===== src/rtl/prog_busy_pkg.sv =====
package prog_busy_pkg;

    typedef enum logic [1:0] {
        CLS_BYTE  = 2'b00,
        CLS_ERASE = 2'b01,
        CLS_FLASH = 2'b10,
        CLS_RSVD  = 2'b11
    } cmd_cls_e;

    // Midpoints of the allowed busy windows, in microseconds
    localparam longint BYTE_MID_US  = 1350;
    localparam longint ERASE_MID_US = 22000;
    localparam longint FLASH_MID_US = 11000;

    function automatic longint cyc_for_us(input longint clk_hz, input longint us);
        longint c;
        c = (clk_hz * us) / 64'd1000000;
        return (c < 1) ? 64'd1 : c;
    endfunction

    function automatic longint cyc_for_ns_ceil(input longint clk_hz, input longint ns);
        longint c;
        c = (clk_hz * ns + 64'd999999999) / 64'd1000000000;
        return (c < 1) ? 64'd1 : c;
    endfunction

    function automatic longint max3(input longint a, input longint b, input longint c);
        longint m;
        m = (a > b) ? a : b;
        return (m > c) ? m : c;
    endfunction

endpackage


===== src/rtl/prog_sync.sv =====
module prog_sync #(
    parameter int WIDTH  = 1,
    parameter int STAGES = 2
) (
    input  logic             clk,
    input  logic             rst_n,
    input  logic [WIDTH-1:0] async_i,
    output logic [WIDTH-1:0] sync_o
);
    typedef struct packed {
        logic [STAGES-1:0][WIDTH-1:0] chain;
    } sync_st_t;

    sync_st_t st_d, st_q;

    always_comb begin
        st_d = st_q;
        st_d.chain[0] = async_i;
        for (int i = 1; i < STAGES; i++) begin
            st_d.chain[i] = st_q.chain[i-1];
        end
    end

    always_ff @(posedge clk or negedge rst_n) begin
        if (!rst_n) begin
            st_q <= '1;
        end else begin
            st_q <= st_d;
        end
    end

    assign sync_o = st_q.chain[STAGES-1];
endmodule


===== src/rtl/prog_strobe_qual.sv =====
module prog_strobe_qual #(
    parameter int QUAL = 4
) (
    input  logic clk,
    input  logic rst_n,
    input  logic wr_n_s,
    output logic start_o
);
    localparam int QW = $clog2(QUAL + 1);
    localparam logic [QW-1:0] QMAX  = QW'(QUAL);
    localparam logic [QW-1:0] QFIRE = QW'(QUAL - 1);

    typedef struct packed {
        logic [QW-1:0] low_cnt;
    } qual_st_t;

    qual_st_t st_d, st_q;

    always_comb begin
        st_d = st_q;
        if (wr_n_s) begin
            st_d.low_cnt = '0;
        end else if (st_q.low_cnt != QMAX) begin
            st_d.low_cnt = st_q.low_cnt + 1'b1;
        end
    end

    always_ff @(posedge clk or negedge rst_n) begin
        if (!rst_n) begin
            st_q <= '0;
        end else begin
            st_q <= st_d;
        end
    end

    // Fires once, on the cycle the low run reaches QUAL samples
    assign start_o = !wr_n_s && (st_q.low_cnt == QFIRE);

    assert_single_start_R11: assert property (@(posedge clk) disable iff (!rst_n)
        start_o |=> !start_o);
endmodule


===== src/rtl/prog_busy_timer.sv =====
module prog_busy_timer
    import prog_busy_pkg::*;
#(
    parameter int CNT_W   = 21,
    parameter int T_BYTE  = 67500,
    parameter int T_ERASE = 1100000,
    parameter int T_FLASH = 550000
) (
    input  logic     clk,
    input  logic     rst_n,
    input  logic     start_i,
    input  cmd_cls_e cls_i,
    output logic     busy_o,
    output logic     done_o,
    output cmd_cls_e done_cls_o
);
    localparam logic [CNT_W-1:0] LD_BYTE  = CNT_W'(T_BYTE - 1);
    localparam logic [CNT_W-1:0] LD_ERASE = CNT_W'(T_ERASE - 1);
    localparam logic [CNT_W-1:0] LD_FLASH = CNT_W'(T_FLASH - 1);

    typedef struct packed {
        logic             busy;
        logic [CNT_W-1:0] cnt;
        cmd_cls_e         cls;
        logic             done;
        cmd_cls_e         done_cls;
    } tmr_st_t;

    tmr_st_t st_d, st_q;

    always_comb begin
        st_d = st_q;
        st_d.done = 1'b0;
        if (st_q.busy) begin
            if (st_q.cnt == '0) begin
                st_d.busy     = 1'b0;
                st_d.done     = 1'b1;
                st_d.done_cls = st_q.cls;
            end else begin
                st_d.cnt = st_q.cnt - 1'b1;
            end
        end else if (start_i && cls_i != CLS_RSVD) begin
            st_d.busy = 1'b1;
            st_d.cls  = cls_i;
            unique case (cls_i)
                CLS_ERASE: st_d.cnt = LD_ERASE;
                CLS_FLASH: st_d.cnt = LD_FLASH;
                default:   st_d.cnt = LD_BYTE;
            endcase
        end
    end

    always_ff @(posedge clk or negedge rst_n) begin
        if (!rst_n) begin
            st_q <= '{busy: 1'b0, cnt: '0, cls: CLS_BYTE, done: 1'b0, done_cls: CLS_BYTE};
        end else begin
            st_q <= st_d;
        end
    end

    assign busy_o     = st_q.busy;
    assign done_o     = st_q.done;
    assign done_cls_o = st_q.done_cls;

    assert_busy_hold_R4: assert property (@(posedge clk) disable iff (!rst_n)
        (st_q.busy && st_q.cnt != '0) |=> st_q.busy);
    assert_done_after_busy_R9: assert property (@(posedge clk) disable iff (!rst_n)
        st_q.done |-> ($past(st_q.busy) && !st_q.busy));
    assert_done_cls_R9: assert property (@(posedge clk) disable iff (!rst_n)
        st_q.done |-> (st_q.done_cls != CLS_RSVD));
    assert_rsvd_no_start_R8: assert property (@(posedge clk) disable iff (!rst_n)
        (!st_q.busy && start_i && cls_i == CLS_RSVD) |=> !st_q.busy);
    assert_cls_hold_R7: assert property (@(posedge clk) disable iff (!rst_n)
        (st_q.busy && $past(st_q.busy)) |-> $stable(st_q.cls));
endmodule


===== src/rtl/prog_busy_seq.sv =====
module prog_busy_seq
    import prog_busy_pkg::*;
#(
    parameter longint CLK_HZ    = 50000000,
    parameter longint WR_MIN_NS = 67
) (
    input  logic       clk,
    input  logic       rst_n,
    input  logic [1:0] cmd_cls_i,
    input  logic       wr_n_i,
    input  logic       oe_n_i,
    output logic       rdy_bsy_o,
    output logic       done_o,
    output logic [1:0] done_cls_o,
    output logic       err_o
);
    localparam int QUAL    = int'(cyc_for_ns_ceil(CLK_HZ, WR_MIN_NS));
    localparam int T_BYTE  = int'(cyc_for_us(CLK_HZ, BYTE_MID_US));
    localparam int T_ERASE = int'(cyc_for_us(CLK_HZ, ERASE_MID_US));
    localparam int T_FLASH = int'(cyc_for_us(CLK_HZ, FLASH_MID_US));
    localparam int CNT_W   = $clog2(int'(max3(T_BYTE, T_ERASE, T_FLASH)) + 1);

    logic [1:0] sync_q;
    logic       wr_n_s, oe_n_s;
    logic       start;
    logic       busy;
    cmd_cls_e   cls_in, done_cls;

    assign cls_in = cmd_cls_e'(cmd_cls_i);

    prog_sync #(.WIDTH(2), .STAGES(2)) u_sync (
        .clk     (clk),
        .rst_n   (rst_n),
        .async_i ({oe_n_i, wr_n_i}),
        .sync_o  (sync_q)
    );
    assign wr_n_s = sync_q[0];
    assign oe_n_s = sync_q[1];

    prog_strobe_qual #(.QUAL(QUAL)) u_qual (
        .clk     (clk),
        .rst_n   (rst_n),
        .wr_n_s  (wr_n_s),
        .start_o (start)
    );

    prog_busy_timer #(
        .CNT_W   (CNT_W),
        .T_BYTE  (T_BYTE),
        .T_ERASE (T_ERASE),
        .T_FLASH (T_FLASH)
    ) u_timer (
        .clk        (clk),
        .rst_n      (rst_n),
        .start_i    (start),
        .cls_i      (cls_in),
        .busy_o     (busy),
        .done_o     (done_o),
        .done_cls_o (done_cls)
    );

    typedef struct packed {
        logic err;
    } top_st_t;

    top_st_t st_d, st_q;

    always_comb begin
        st_d = st_q;
        if (start && (busy || cls_in == CLS_RSVD)) begin
            st_d.err = 1'b1;
        end else if (!oe_n_s && !busy) begin
            st_d.err = 1'b0;
        end
    end

    always_ff @(posedge clk or negedge rst_n) begin
        if (!rst_n) begin
            st_q <= '0;
        end else begin
            st_q <= st_d;
        end
    end

    assign rdy_bsy_o  = !busy;
    assign done_cls_o = done_cls;
    assign err_o      = st_q.err;

    assert_err_sticky_R10: assert property (@(posedge clk) disable iff (!rst_n)
        (err_o && !(!oe_n_s && rdy_bsy_o)) |=> err_o);
    assert_busy_strobe_err_R7: assert property (@(posedge clk) disable iff (!rst_n)
        (start && !rdy_bsy_o) |=> err_o);
    assert_fall_needs_start_R2: assert property (@(posedge clk) disable iff (!rst_n)
        $fell(rdy_bsy_o) |-> $past(start));
endmodule


===== config.mk =====
export PLATFORM = sky130hd
export DESIGN_NAME = prog_busy_seq
export DESIGN_NICKNAME = d
export VERILOG_FILES = /design/src/rtl/prog_busy_pkg.sv /design/src/rtl/prog_sync.sv /design/src/rtl/prog_strobe_qual.sv /design/src/rtl/prog_busy_timer.sv /design/src/rtl/prog_busy_seq.sv
export SDC_FILE = /design/constraint.sdc
export NUM_CORES = 1
export LEC_CHECK = 0
export BUFFER_PORTS_ARGS = -buffer_cell sky130_fd_sc_hd__buf_2
export CAP_MARGIN = 20
export CORE_UTILIZATION = 51
export DETAILED_ROUTE_END_ITERATION = 6
export HOLD_SLACK_MARGIN = 0.1
export PLACE_DENSITY_LB_ADDON = 0.25
export SYNTH_ARGS = -nofsm -noshare
export SYNTH_HDL_FRONTEND = slang
export SYNTH_SLANG_ARGS = --single-unit

===== constraint.sdc =====
create_clock -name clk -period 4.3 [get_ports clk]
set_input_delay 0.645 -clock clk [delete_from_list [all_inputs] [get_ports clk]]
set_output_delay 0.645 -clock clk [all_outputs]
set_load 0.05 [all_outputs]

==> impl_metrics.yaml <==
clocking:
  cts_setup_buffers: 0
  cts_resized: 0
  clock_path_buffers: 2
  ctsHoldBuffers: 0
  clkTransAtPathRegs_ns: 0.10
  htree_num_levels: 2
  root_buffer: "clkbuf_4"
  cts_sinks: 35
  cts-buffers-inserted: 5
  cts_tree: "built"
  clk-insertion-delay-late_ns: 0.34
timing:
  fin_skew_ns: 0.00830
  fin_crit_sh: 0.624
  hold_viol: 0
  finalCriticalPeriod_ns: 2.68
  whs_ns: 0.357
  drv_slew: 0
  worst_slew_pin_slew_ns: 0.974
  clock.fmax_ghz: 0.373
  finalSetupTns_ns: 0
  setup_viol: 0
  slew_headroom: 0.351
  rsz0062_at_grt: "false"
  setup_slack_ns: 1.62
floorplan:
  die_w_um: 62.4
  io_pins: 11
  dieArea_sq_um: 3890
  floorplan.initialDensity: 0.544
  dieHeight_um: 62.4
  core_sq_um: 3420
  rows: 21
global_routing:
  top_usage_layer: "met2"
  grtUsageMet3: 0.0607
  use_met2: 0.335
  grtUsageTotal: 0.205
  grt_max_degree: 36
  grt_pass1_vias: 1376
  overflow: 0
  met1_usage: 0.246
  grt_pass1_wl_mm: 6.13
  antenna_found_initial: 0
placed_design:
  dp.cells: 235
  pre_cts_slack_ns: 1.49
  dp.final_hpwl_mm: 2.59
  port_buffers: 10
  gp_congestion: 0.851
routing:
  first_pass_iters: 4
  ant_nets: 0
  vias: 1435
  wl_per_cell_um: 15.0
  vias_per_cell: 5.91
  drtIter0Drc: 82
  finalWirelength_mm: 3.64
  drcViolationCount: 0
cells_and_area:
  seq_area_sq_um: 881
  nets: 211
  diodes: 0
  layout-drive-gt1-share: 0.142
  syn_to_final_growth_pct: 7.41
  fillers: 317
  multi_input_area_sq_um: 867
  fin_cells: 243
power_and_ir_drop:
  peakVddDrop_mv: 0.281
  power.total_w: 0.00123
  power.density_nw_per_um2: 615
  p_leak_nw: 0.861
worst_setup_path:
  crit_type: "reg2reg"
  r2r_slack_ns: 1.62
  crit_arrival_ns: 2.96
  cp.required_ns: 4.58
  cp-end-kind: "flop"
  cp-start-kind: "flop"
  cp_max_fo: 17
  r2r_cells: 7
synth:
  synth_edf_count: 0
  synth-seq-cells: 35
  yosysUniqueCellTypes: 46
  yosysWarnings: 0
  syn_area_sq_um: 1860
  seq_area_frac_synth: 0.474
  syn_avg_cell_area_sq_um: 9.99
  postSynthCellCount: 186
  syn_nets: 201
  synth_top_flop_cell: "dfrtp_1"
  synthArstFlopShare: 1.00
run_status:
  status: "finished, final reports clean"
worst_hold_path:
  hold_class: "in2async"
flow_run:
  max-cap-violations: 0
synthesized netlist by cell type (all sizes together), types with 2 or more instances:
master,count,share of area
o221ai,3,0.014
nor3,4,0.013
a31oi,3,0.010
mux2,2,0.012
o32a,2,0.011
a21oi,8,0.022
buf,5,0.021
o21ai,13,0.035
nand3,11,0.032
inv,15,0.030
dfstp,4,0.057
nand2,16,0.032
or4,2,0.0081
or3,6,0.020
xnor2,4,0.019
o211ai,5,0.020
nor4,3,0.018
nand4,4,0.022
o311ai,3,0.014
ha,9,0.061
clkbuf,4,0.0081
nor2,12,0.024
dfrtp,31,0.42
nand2b,3,0.010
flip-flops by register name, summed over array words and instances, names as in the netlist:
signal              cells
err_o                   1
u_qual.st_q             3
u_sync.st_d             2
u_sync.sync_o           2
u_timer.busy_o          1
u_timer.done_cls_o      2
u_timer.done_o          1
u_timer.st_q           23
report_power, final:
group	switching, W	internal (W)
Clock	0.000105	0.0000962
Combinational	0.000274	0.000182
Sequential	0.000127	0.000444
layout make-up:
class / instances / share of cell area
Clock buffer: 8 / 0.0345
Timing Repair Buffer: 12 / 0.0326
Inverter: 15 / 0.0282
Sequential cell: 35 / 0.441
Multi-Input combinational cell: 127 / 0.434
Tap cell: 46 / 0.0288
final timing paths:
path	startpoint	to
max reg2reg	u_qual.st_q[0]	u_timer.st_q[16]
max in group asynchronous	rst_n	u_timer.st_q[6]
max	u_qual.st_q[0]	u_timer.st_q[16]
min reg2reg	u_sync.st_d[2]	u_sync.sync_o[0]
min in group clk	u_sync.st_d[2]	u_sync.sync_o[0]
min	rst_n	u_timer.st_q[15]
worst max-delay path, stage by stage (launching register included):
cell     delay [ns]
dfrtp_1        0.42
ha_1           0.21
ha_1           0.19
or4b_1         0.52
nand4_1        0.15
o22ai_1        0.79
a22oi_1        0.23
nand3_1        0.13
cells in the final DEF, fill, tap and decap left out, drive strengths merged, types with 4 or more instances in the layout:
cell / instances
nor3: 4
inv: 15
o211ai: 5
ha: 9
or3: 6
clkbuf: 8
xnor2: 4
nor2: 12
dfrtp: 31
buf: 12
dfstp: 4
o21ai: 13
nand4: 4
nand2: 16
nand3: 11
a21oi: 8
metal layers:
| layer | up-vias | share of wire |
|---|---|---|
| met5 | - | 0 |
| met4 | 0 | 0.030 |
| met3 | 11 | 0.033 |
| met2 | 29 | 0.48 |
| met1 | 705 | 0.46 |
| li1 | 690 | - |
kinds of logic (layout without fill, tap and decap cells):
logic type | after synthesis | after routing | synth area share
AO/OA/AOI/OAI | 44 | 44 | 0.155
XOR/XNOR | 5 | 5 | 0.0236
adder cells (fa/ha/maj) | 9 | 9 | 0.0606
buffers and inverters | 24 | 35 | 0.0593
flip-flops | 35 | 35 | 0.474
multiplexers | 2 | 2 | 0.0121
AND/OR/NAND/NOR | 67 | 67 | 0.215
metrics by stage:
| stage | utilization | instance area, sq um |
|---|---|---|
| after global routing | 0.584 | 2000 |
| after detailed placement | 0.564 | 1930 |
| final | 0.584 | 2000 |
| after CTS | 0.584 | 2000 |
| after global placement | 0.564 | 1930 |
| after floorplan | - | 1860 |
Note: power is estimated with default switching activity, not from simulation.
